==> src/rtl/flash_regs_pkg.sv <==
package flash_regs_pkg;
    localparam int REG_W  = 16;
    localparam int ADDR_W = 3;

    localparam logic [ADDR_W-1:0] RA_CMD   = 3'd0;
    localparam logic [ADDR_W-1:0] RA_CFG1  = 3'd1;
    localparam logic [ADDR_W-1:0] RA_CFG2  = 3'd2;
    localparam logic [ADDR_W-1:0] RA_STAT  = 3'd3;
    localparam logic [ADDR_W-1:0] RA_ISTAT = 3'd4;
    localparam logic [ADDR_W-1:0] RA_SBUF  = 3'd5;

    // interrupt status bit positions
    localparam int IB_MASTER = 15;
    localparam int IB_ERASE  = 5;
    localparam int IB_PROG   = 6;
    localparam int IB_LOAD   = 7;

    // controller status bit positions
    localparam int EB_CMD   = 10;
    localparam int EB_ERASE = 11;
    localparam int EB_PROG  = 12;
    localparam int EB_LOAD  = 13;

    localparam logic [REG_W-1:0] CFG1_DEFAULT = 16'h40C0;
    localparam logic [REG_W-1:0] ISTAT_COLD   = 16'h8080;
    localparam logic [REG_W-1:0] ISTAT_WARM   = 16'h8010;
    localparam logic [REG_W-1:0] CFG1_RD_MASK = 16'hFFE0;

    typedef enum logic [1:0] {
        OPK_LOAD  = 2'd0,
        OPK_PROG  = 2'd1,
        OPK_ERASE = 2'd2,
        OPK_OTHER = 2'd3
    } op_kind_e;
endpackage

==> src/rtl/fc_cmd_decode.sv <==
module fc_cmd_decode
    import flash_regs_pkg::*;
(
    input  logic [REG_W-1:0] code,
    output logic             known,
    output logic             soft_reset
);
    always_comb begin
        known      = 1'b0;
        soft_reset = 1'b0;
        case (code)
            16'h0000, 16'h0013, 16'h001A, 16'h001B,
            16'h0023, 16'h0027, 16'h002A, 16'h002C,
            16'h0030, 16'h0065, 16'h0071, 16'h0080,
            16'h0094, 16'h0095, 16'h00B0: known = 1'b1;
            16'h00F0, 16'h00F3:           soft_reset = 1'b1;
            default: ;
        endcase
    end
endmodule

==> src/rtl/fc_irq_pin.sv <==
module fc_irq_pin (
    input  logic master,
    input  logic pol_bit,
    output logic irq
);
    // pol_bit = 1: pin follows the flag; pol_bit = 0: pin is inverted
    assign irq = master ^ ~pol_bit;
endmodule

==> src/rtl/fc_read_mux.sv <==
module fc_read_mux
    import flash_regs_pkg::*;
#(
    parameter int BUF_W = 4,
    parameter int CNT_W = 2
) (
    input  logic [ADDR_W-1:0] addr,
    input  logic [REG_W-1:0]  cmd,
    input  logic [REG_W-1:0]  cfg1,
    input  logic [REG_W-1:0]  cfg2,
    input  logic [REG_W-1:0]  stat,
    input  logic [REG_W-1:0]  istat,
    input  logic [BUF_W-1:0]  bufa,
    input  logic [CNT_W-1:0]  cnt_raw,
    output logic [REG_W-1:0]  rdata
);
    localparam int BUF_LSB = 8;
    logic [CNT_W-1:0] cnt_m1;

    assign cnt_m1 = cnt_raw - 1'b1;

    always_comb begin
        unique case (addr)
            RA_CMD:   rdata = cmd;
            RA_CFG1:  rdata = cfg1 & CFG1_RD_MASK;
            RA_CFG2:  rdata = cfg2;
            RA_STAT:  rdata = stat;
            RA_ISTAT: rdata = istat;
            RA_SBUF:  rdata = (REG_W'(bufa) << BUF_LSB) | REG_W'(cnt_m1);
            default:  rdata = '0;
        endcase
    end
endmodule

==> src/rtl/flash_cmd_regs.sv <==
module flash_cmd_regs
    import flash_regs_pkg::*;
#(
    parameter int BUF_W = 4,
    parameter int CNT_W = 2
) (
    input  logic              clk,
    input  logic              rst_n,
    input  logic              wr_en,
    input  logic [ADDR_W-1:0] addr,
    input  logic [REG_W-1:0]  wdata,
    output logic [REG_W-1:0]  rdata,
    input  logic              op_done_i,
    input  logic [1:0]        op_kind_i,
    input  logic              op_err_i,
    output logic              cmd_valid_o,
    output logic [REG_W-1:0]  cmd_code_o,
    output logic [BUF_W-1:0]  cmd_buf_o,
    output logic [CNT_W:0]    cmd_cnt_o,
    output logic              irq_o,
    output logic              ready_o
);
    localparam int BUF_LSB = 8;

    typedef struct packed {
        logic [REG_W-1:0] cmd;
        logic [REG_W-1:0] cfg1;
        logic [REG_W-1:0] cfg2;
        logic [REG_W-1:0] stat;
        logic [REG_W-1:0] istat;
        logic [BUF_W-1:0] bufa;
        logic [CNT_W-1:0] cnt;
        logic             rdy;
        logic             strobe;
    } state_t;

    state_t st_d, st_q;

    function automatic state_t reset_value(input logic [REG_W-1:0] ist);
        state_t r;
        r.cmd    = '0;
        r.cfg1   = CFG1_DEFAULT;
        r.cfg2   = '0;
        r.stat   = '0;
        r.istat  = ist;
        r.bufa   = '0;
        r.cnt    = CNT_W'(1);
        r.rdy    = 1'b1;
        r.strobe = 1'b0;
        return r;
    endfunction

    logic code_known, code_reset;
    logic [REG_W-1:0] istat_w, stat_w, cfg1_w;

    assign istat_w = st_q.istat;
    assign stat_w  = st_q.stat;
    assign cfg1_w  = st_q.cfg1;

    fc_cmd_decode u_dec (
        .code       (wdata),
        .known      (code_known),
        .soft_reset (code_reset)
    );

    always_comb begin
        st_d        = st_q;
        st_d.strobe = 1'b0;

        if (wr_en) begin
            unique case (addr)
                RA_CMD: begin
                    if (!st_q.istat[IB_MASTER]) begin
                        if (code_reset) begin
                            st_d = reset_value(ISTAT_WARM);
                        end else begin
                            st_d.cmd = wdata;
                            if (code_known) begin
                                st_d.strobe = 1'b1;
                            end else begin
                                st_d.stat[EB_CMD]     = 1'b1;
                                st_d.istat[IB_MASTER] = 1'b1;
                            end
                        end
                    end
                end
                RA_CFG1: begin
                    st_d.cfg1 = wdata;
                    st_d.rdy  = wdata[7];
                end
                RA_CFG2:  st_d.cfg2 = wdata;
                RA_ISTAT: begin
                    st_d.istat = st_q.istat & wdata;
                    if (!st_d.istat[IB_MASTER])
                        st_d.stat[EB_LOAD:EB_CMD] = '0;
                end
                RA_SBUF: begin
                    st_d.bufa = wdata[BUF_LSB +: BUF_W];
                    st_d.cnt  = wdata[CNT_W-1:0];
                end
                default: ;
            endcase
        end

        if (op_done_i) begin
            st_d.istat[IB_MASTER] = 1'b1;
            unique case (op_kind_e'(op_kind_i))
                OPK_LOAD:  st_d.istat[IB_LOAD]  = 1'b1;
                OPK_PROG:  st_d.istat[IB_PROG]  = 1'b1;
                OPK_ERASE: st_d.istat[IB_ERASE] = 1'b1;
                default: ;
            endcase
            if (op_err_i) begin
                st_d.stat[EB_CMD] = 1'b1;
                unique case (op_kind_e'(op_kind_i))
                    OPK_LOAD:  st_d.stat[EB_LOAD]  = 1'b1;
                    OPK_PROG:  st_d.stat[EB_PROG]  = 1'b1;
                    OPK_ERASE: st_d.stat[EB_ERASE] = 1'b1;
                    default: ;
                endcase
            end
        end
    end

    always_ff @(posedge clk or negedge rst_n) begin
        if (!rst_n) st_q <= reset_value(ISTAT_COLD);
        else        st_q <= st_d;
    end

    fc_irq_pin u_irq (
        .master  (istat_w[IB_MASTER]),
        .pol_bit (cfg1_w[6]),
        .irq     (irq_o)
    );

    fc_read_mux #(.BUF_W(BUF_W), .CNT_W(CNT_W)) u_rd (
        .addr    (addr),
        .cmd     (st_q.cmd),
        .cfg1    (cfg1_w),
        .cfg2    (st_q.cfg2),
        .stat    (stat_w),
        .istat   (istat_w),
        .bufa    (st_q.bufa),
        .cnt_raw (st_q.cnt),
        .rdata   (rdata)
    );

    assign cmd_valid_o = st_q.strobe;
    assign cmd_code_o  = st_q.cmd;
    assign cmd_buf_o   = st_q.bufa;
    assign cmd_cnt_o   = {(st_q.cnt == '0), st_q.cnt};
    assign ready_o     = st_q.rdy;
endmodule

==> config.mk <==
export PLATFORM = sky130hd
export DESIGN_NAME = flash_cmd_regs
export DESIGN_NICKNAME = d
export VERILOG_FILES = /design/src/rtl/flash_regs_pkg.sv /design/src/rtl/fc_cmd_decode.sv /design/src/rtl/fc_irq_pin.sv /design/src/rtl/fc_read_mux.sv /design/src/rtl/flash_cmd_regs.sv
export SDC_FILE = /design/constraint.sdc
export NUM_CORES = 1
export LEC_CHECK = 0
export ABC_AREA = 1
export BUFFER_PORTS_ARGS = -buffer_cell sky130_fd_sc_hd__clkbuf_2
export CAP_MARGIN = 30
export CORE_MARGIN = 1
export CORE_UTILIZATION = 60
export DETAILED_ROUTE_END_ITERATION = 10
export PLACE_DENSITY_LB_ADDON = 0.05
export SLEW_MARGIN = 10
export SYNTH_ARGS = -nofsm -noshare
export SYNTH_HDL_FRONTEND = slang
export SYNTH_SLANG_ARGS = --single-unit
==> constraint.sdc <==
create_clock -name clk -period 3.18 [get_ports clk]
set_input_delay 0.636 -clock clk [delete_from_list [all_inputs] [get_ports clk]]
set_output_delay 0.636 -clock clk [all_outputs]
set_load 0.02 [all_outputs]
[Word level (Yosys, flattened, before mapping)]
Cells that the tools add are included.
Storage, ports and cells
  register bits: 76
  bits in latches: 0
  RAM bits: 0
  ROM bits: 0
  bits of input ports: 26
  output and inout bits: 42
  word-level logic and storage cells: 93
  memories: 0
Operators by class
  add/sub/neg operators: 1
  $mul: 0
  div/mod/pow operators: 0
  magnitude comparators: 0
  equal/unequal tests: 25
  shift-type cells: 0
  muxes and demuxes: 33
  bitwise logic cells: 5
  reductions and logical operators: 18
Operators by type and width (count)
  16-bit by 8-bit == test with 1-bit output (second input constant): 6
  16-bit case mux with 2 select lines: 3
  16-bit case mux with 6 select lines: 1
  16-bit by 6-bit == test with 1-bit output (second input constant): 5
  72-bit two-way mux: 1
  16-bit by 5-bit == test with 1-bit output (second input constant): 3
  38-bit two-way mux: 1
  37-bit two-way mux: 1
  16-bit by 7-bit == test with 1-bit output (second input constant): 2
  22-bit two-way mux: 1
  16-bit bitwise AND: 1
  16-bit logical NOT: 1
  1-bit two-way mux: 16
  16-bit two-way mux: 1
  4-bit AND reduction: 4
  15-bit OR reduction: 1
  4-bit two-way mux: 3
  12-bit by 2-bit bitwise OR with 12-bit output: 1
  6-bit case mux with 2 select lines: 1
  10-bit two-way mux: 1
  2-bit nonzero test: 5
  4-bit case mux with 2 select lines: 1
  3-bit by 2-bit == test with 1-bit output (second input constant): 2
  3-bit == test (second input constant): 2
  other kinds (15): 18

[Logic depth before layout (Yosys ltp)]
Gate-level depths: netlist of the first run.
  depth in word-level cells: 11
  mapped depth: 12

[Hierarchy]
From an unflattened synthesis of the first run, not the netlist that was laid out.
Unflattened totals
  cell total of the unflattened synthesis: 686
  area, all modules: 4760.8 um^2
Modules (own cells, without submodules)
  flash_cmd_regs: instances 1, cells an instance 436, area each 3585.9 um^2
  fc_read_mux: instances 1, cells an instance 192, area each 930.9 um^2
  fc_cmd_decode: instances 1, cells an instance 53, area each 225.2 um^2
  fc_irq_pin: instances 1, cells an instance 5, area each 18.8 um^2

[Worst setup path before layout of the first run]
Ideal clock, no wire load.
  path kind: input to output
  start point: input port addr[0]
  end point: output port rdata[5]
  arrival time: 1715 ps
  setup slack: 829 ps
  cell stages on the path: 4
  path through: inv_1 -> nor3_2 -> inv_1 -> o21ai_0
On the way
  word-level cells in the longest chain between the ends: 2
RTL lines
  start: declaration: line flash_cmd_regs.sv:10  | input logic [ADDR_W-1:0] addr,
  3-bit == test (tied with other cells): line fc_read_mux.sv:23  | unique case (addr)
  16-bit case mux with 6 select lines *: line fc_read_mux.sv:23
  end: declaration: line flash_cmd_regs.sv:12  | output logic [REG_W-1:0] rdata,
Mark *: on every way between the ends. The rest lies on a longest branch, timed or not.

[Worst setup path after layout of the first run]
  start point: input port addr[1]
  end point: output port rdata[10]
Same word-level chain as after synthesis.

==> metrics.cfg, run 1 <==
[job]
cap_violations=0

[logic_synthesis]
ys_ff_latch=70
ys.flop_type=dfrtp_1
synth_area_um2=3750
ys_warn_count=0
syn_avg_cell_area_um2=8.37
syn_inst=448
synth_nets=475
synthArstFlopShare_pct=100
synth_area_leader_cell=dfrtp_1
synth.distinct_cells=38
synth_edf_count=0
yosysSeqAreaShare_pct=46.9
yosys.area.top_type_share_pct=42.7
yosys-top-cells-area=dfrtp_1, nand2_1, inv_1

[setup_path]
critPathLaunch=addr[1]
crit_path_end_kind=output port
r2r_end=st_q[55]
crit_cells=9
cpPeakStageDelay_ps=320
critPathTopFamily=buffers and inverters
critical_path_peak_fanout=7
crit_path_top_delay_cell=clkinv_1
worstPathBufferInverterCount=3
worstPathCellList=clkbuf_2, nor2_2, nand2_1, clkinv_1, nand2_1, o21ai_0, a21oi_1, o211ai_1, clkbuf_2
r2r_slack_ps=1320
path_class=input port to output port
rr_worst_depth=7
crit_end=rdata[10]
worstPathArrival_ps=2200
cp.required_ps=2540
r2r_start=istat_w[15]
critPathLaunchType=input port

[die]
io_pins=68
die_y_um=81.0
rows=28
coreArea_um2=5990
start_util_pct=62.6
die_area_um2=6570
die_w_um=81.0

[place]
io_buffers=67
dp_slack_ps=413
hpwl_mm=7.08
gp_congestion=0.960

[power_and_ir_drop]
cellPowerDensity_nw_per_um2=548
p_leak_nw=2.09
ir_drop_mv=0.417
p_total_mw=2.30

[route]
drtIter0Drc=307
wl_mm=9.97
avgRoutedWirePerCell_um=17.1
drc_errors=0
vias=3416
vias_per_cell=5.87
dr.pass1.iters=6
ant_nets=0

[finish]
fillCellCount=499
seqCellArea_um2=1760
diodes=0
multiInputGateArea_um2=1540
final_nets=529
drive_gt1_share_pct=25.8
final_util_pct=70.1
syn_to_final_growth_pct=11.9

[timing]
setup_viol=0
slew_violations=0
max_slew_margin_pct=52.9
hold_viol=0
tns_ps=0
fin_crit_sh_pct=89.3
rsz0062_at_grt=no
finClkSkew_ps=7.37
post-route-min-period_ps=2840
layout_setup_ws_ps=340
hold_ws_ps=337
fmax_mhz=352
worst_slew_pin_slew_ps=707

[global_routing]
grt_busiest_layer=met2
grt_max_degree=32
grt_pass1_wl_mm=15.6
grt_pass1_vias=3217
gr-usage-met3_pct=5.28
grt.met1_usage_pct=42.7
grt.met2_usage_pct=53.6
overflow=0
grt_usage_pct=32.7
antenna_found_initial=0

[clocking]
cts_resized=0
worst_setup_hold_path_clk_slew_ps=70
post_cts_buffers=0
insertion_delay_ps=340
htreeDepth=3
root_buffer=clkbuf_8
cts_buffers=9
cts_hold_buf=0
clk_path_buf_depth=2
cts_tree=built
clock_sinks=70

[run_status]
status=finished clean

[min_path]
min_path_type=input port to async pin

[power breakdown]
| part | internal [mW] | switching, mW | total, mW |
|---|---|---|---|
| clock network | 0.345 | 0.324 | 0.669 |
| logic | 0.181 | 0.339 | 0.521 |
| registers | 1.03 | 0.0791 | 1.11 |
[per-layer routing]
| layer | up-vias | routed length (um) |
|---|---|---|
| li1 | 1601 | - |
| met1 | 1628 | 4250 |
| met2 | 164 | 4720 |
| met3 | 23 | 761 |
| met4 | 0 | 237 |
| met5 | - | 0 |
[final cells by class]
type | instances | share of cell area (%)
multi-input combinational | 289 | 36.8
timing repair buffer | 76 | 9.60
inverter | 56 | 5.01
sequential | 70 | 41.9
tap | 75 | 2.24
clock inverter | 3 | 0.417
clock buffer | 13 | 4.03
[how the worst min path moves through the flow]
| stage | depth (start not counted) | endpoint | slack [ps] | start |
|---|---|---|---|---|
| floorplan | 0 | cfg1_w[10] | 340 | rst_n |
| global placement | 2 | istat_w[6] | 460 | istat_w[6] |
| detailed placement | 2 | istat_w[6] | 460 | istat_w[6] |
| CTS | 1 | st_q[50] | 350 | rst_n |
| global route | 1 | st_q[49] | 400 | rst_n |
| finish | 1 | st_q[49] | 340 | rst_n |
[cells in the final DEF, fill, tap and decap left out]
cell type | netlist | final
o211ai_1 | 5 | 5
nand2_2 | 6 | 6
clkbuf_2 | 0 | 66
nor4_1 | 1 | 1
xnor2_1 | 1 | 1
o21ai_1 | 17 | 17
nor3_2 | 3 | 3
inv_2 | 4 | 4
clkbuf_1 | 2 | 1
dfrtp_1 | 64 | 64
a21oi_1 | 5 | 5
clkinvlp_4 | 0 | 1
clkinv_1 | 2 | 2
nor2_1 | 25 | 25
o21ai_2 | 2 | 2
clkinv_2 | 0 | 2
nor3_4 | 2 | 2
buf_4 | 23 | 9
o221ai_1 | 3 | 3
nor3_1 | 4 | 4
inv_1 | 50 | 50
ha_1 | 1 | 1
clkbuf_8 | 0 | 12
nand4_1 | 3 | 3
nor2_2 | 4 | 4
nand3_1 | 22 | 22
or2_2 | 1 | 1
nand2_1 | 107 | 107
o22ai_2 | 10 | 10
o2111ai_1 | 8 | 8
dfstp_2 | 6 | 6
o22ai_1 | 6 | 6
and2_1 | 1 | 1
a31oi_1 | 4 | 4
o21ai_0 | 37 | 37
buf_2 | 5 | 1
nand3_4 | 1 | 1
nand2_4 | 1 | 1
a221oi_1 | 3 | 3
a22oi_1 | 6 | 6
[cell usage after synthesis (5+ instances only)]
master / instances
dfstp_2: 6
o2111ai_1: 8
buf_2: 5
o211ai_1: 5
inv_1: 50
o22ai_1: 6
o21ai_0: 37
nand3_1: 22
nor2_1: 25
buf_4: 23
nand2_2: 6
nand2_1: 107
o21ai_1: 17
a21oi_1: 5
a22oi_1: 6
dfrtp_1: 64
o22ai_2: 10
[sequential cells by signal (all words and copies together), names as in the netlist]
signal       count
cmd_code_o      16
istat_w         16
st_q            16
cfg1_w          11
cmd_buf_o        4
stat_w           4
cmd_cnt_o        2
cmd_valid_o      1
[stage by stage]
stage / instances / instance area (um2)
6_report: 582 / 4200
5_1_grt: 582 / 4200
4_1_cts: 582 / 4200
3_5_place_dp: 566 / 4010
3_3_place_gp: 566 / 4010
2_1_floorplan: 448 / 3750
[cells by family (layout without fill, tap and decap cells)]
| kind of cell | after synthesis | in the layout | share of synthesized area [%] |
|---|---|---|---|
| AND/OR/NAND/NOR | 181 | 181 | 21.8 |
| buffers and inverters | 89 | 148 | 11.9 |
| AO/OA/AOI/OAI | 106 | 106 | 18.8 |
| XOR/XNOR | 1 | 1 | 0.234 |
| adder cells (fa/ha/maj) | 1 | 1 | 0.334 |
| flip-flops | 70 | 70 | 46.9 |
[worst reg2reg max path: cells and delay by family (launching register included)]
kind / cells / cell delay (ps)
flops: 1 / 610
compound gates: 2 / 310
simple gates: 3 / 590
buf+inv: 2 / 210
Note: power is estimated with default switching activity, not from simulation.
==> run 2, diff against run 1 <==
--- a/config.mk
+++ b/config.mk
@@ -12,6 +12,7 @@
 export CORE_UTILIZATION = 60
 export DETAILED_ROUTE_END_ITERATION = 10
 export PLACE_DENSITY_LB_ADDON = 0.05
+export RECOVER_POWER = 25
 export SLEW_MARGIN = 10
 export SYNTH_ARGS = -nofsm -noshare
 export SYNTH_HDL_FRONTEND = slang
==> run 2 against run 1 <==
The flow now finishes with violations (max-capacitance violations, max-slew violations). Worst setup slack worse by 13 ps. Non-clock buffer count unchanged. Clock-buffer cell count unchanged. Critical path depth unchanged. Sequential power about the same. Worst hold slack better by 140 ps. Power about the same. Die area unchanged. Sequential cell count unchanged. Cell count unchanged. Critical endpoint unchanged.
==> metrics.cfg, run 2 (synthesized netlist as in run 1, its figures left out) <==
[setup_path]
path_class=input port to output port
r2r_end=cfg1_w[7]
critical_path_peak_fanout=7  ; unchanged
crit_path_end_kind=output port
rr_worst_depth=6  ; -1
critPathLaunchType=input port
cpPeakStageDelay_ps=330  ; about the same
crit_path_top_delay_cell=clkinv_1
cp.required_ps=2540  ; about the same
critPathTopFamily=buffers and inverters
r2r_slack_ps=1290  ; -30 ps
worstPathArrival_ps=2220  ; +20 ps
r2r_start=istat_w[15]
worstPathBufferInverterCount=3  ; unchanged
worstPathCellList=clkbuf_2, nor2_2, nand2_1, clkinv_1, nand2_1, o21ai_0, a21oi_1, o211ai_1, clkbuf_2

[power_and_ir_drop]
ir_drop_mv=0.416  ; -0.15%
p_leak_nw=2.08  ; -0.31%
cellPowerDensity_nw_per_um2=549  ; +0.13%

[die]
die_y_um=81.0  ; unchanged
start_util_pct=62.6  ; unchanged
die_w_um=81.0  ; unchanged
io_pins=68  ; unchanged
coreArea_um2=5990  ; unchanged
die_area_um2=6570  ; unchanged
rows=28  ; unchanged

[clocking]
cts_buffers=9  ; unchanged
clock_sinks=70  ; unchanged
worst_setup_hold_path_clk_slew_ps=70  ; about the same
root_buffer=clkbuf_8
post_cts_buffers=0  ; unchanged
htreeDepth=3  ; unchanged
cts_resized=0  ; unchanged
cts_tree=built
cts_hold_buf=0  ; unchanged
insertion_delay_ps=340  ; about the same
clk_path_buf_depth=2  ; unchanged

[place]
io_buffers=67  ; unchanged
place_area_um2=4010  ; unchanged
hpwl_mm=7.08  ; unchanged
gp_congestion=0.960  ; unchanged

[min_path]
hold_depth=2
min_to=istat_w[6]
min_path_type=flop to flop
min_from=istat_w[6]

[timing]
finClkSkew_ps=8.01  ; +0.635 ps
rsz0062_at_grt=no
fin_crit_sh_pct=89.7  ; +0.40 points
worst_slew_pin_slew_ps=1690  ; +981 ps
max_slew_margin_pct=-12.5  ; -65 points
post-route-min-period_ps=2850  ; +12.6 ps
hold_viol=0  ; unchanged
tns_ps=0  ; unchanged
setup_viol=0  ; unchanged
fmax_mhz=351  ; -0.44%
slew_violations=32  ; +32

[route]
ant_nets=0  ; unchanged
drc_errors=0  ; unchanged
wl_mm=9.95  ; -0.15%
drtIter0Drc=304  ; -0.98%
vias=3413  ; -0.088%
avgRoutedWirePerCell_um=17.1  ; -0.15%
dr.pass1.iters=5  ; -1
vias_per_cell=5.86  ; about the same

[global_routing]
grt_max_degree=32  ; unchanged
overflow=0  ; unchanged
grt_pass1_wl_mm=15.6  ; unchanged
grt_pass1_vias=3217  ; unchanged
antenna_found_initial=0  ; unchanged
grt_usage_pct=32.7  ; unchanged

[finish]
final_nets=529  ; unchanged
final_cell_mix=nand2_1, clkbuf_2, dfrtp_1, inv_1, o21ai_0
syn_to_final_growth_pct=11.8
diodes=0  ; unchanged
layout_commonest_cell=nand2_1
drive_gt1_share_pct=25.4  ; -0.39 points
design_area_um2=4190  ; -0.12%

[run_status]
status=finished, violations left
failed_checks=max-capacitance violations, max-slew violations

[job]
cap_violations=1  ; +1

==> run 2: worst register-to-register path, cell delays in order, from the launching register on <==
cell	delay [ps]
dfstp_2	420
nor3_2	180
buf_4	190
nand4_1	390
nand2_2	400
nor2_1	70
a31oi_1	160
==> run 2: report_power, final <==
group	switching (mW)	leakage (nW)	internal, mW	total, mW
logic	0.339	1.10	0.181	0.520
registers	0.0792	0.886	1.03	1.11
clock network	0.325	0.0954	0.345	0.670
total	0.744	2.08	1.56	2.30
==> run 2: routing by layer <==
metal	vias up	global-route usage, %	routed length [um]
met1	1626	42.7	4250
met5	-	0	0
met3	22	5.28	794
met2	162	53.6	4670
li1	1603	-	-
met4	0	14.1	236
==> run 2: worst max-delay path by stage <==
| stage | from | endpoint | slack, ps | depth (start not counted) |
|---|---|---|---|---|
| after global routing | addr[1] | rdata[10] | 200 | 9 |
| final | addr[1] | rdata[10] | 330 | 9 |
| after detailed placement | addr[1] | rdata[10] | 410 | 9 |
| after floorplan | addr[0] | rdata[5] | 830 | 4 |
| after CTS | addr[1] | rdata[10] | 400 | 9 |
| after global placement | addr[1] | rdata[10] | 440 | 9 |
==> run 2: per-stage QoR <==
step / util, % / hold slack [ps] / setup slack (ps) / cells / power, mW
3_5_place_dp: 66.9 / 460 / 413 / 566 / 1.64
4_1_cts: 70.1 / 352 / 401 / 582 / 2.31
6_report: 70.0 / 478 / 327 / 582 / 2.30
3_3_place_gp: 66.9 / 458 / 437 / 566 / 1.63
5_1_grt: 70.0 / 492 / 201 / 582 / 2.40
2_1_floorplan: - / 340 / 829 / 448 / 1.51
==> run 2: area by class of cell <==
type                            instances  area, um2
Multi-Input combinational cell        289       1540
Inverter                               56        210
Fill cell                             500       1800
Timing Repair Buffer                   76        398
Tap cell                               75       93.8
Clock inverter                          3       17.5
Sequential cell                        70       1760
Clock buffer                           13        169
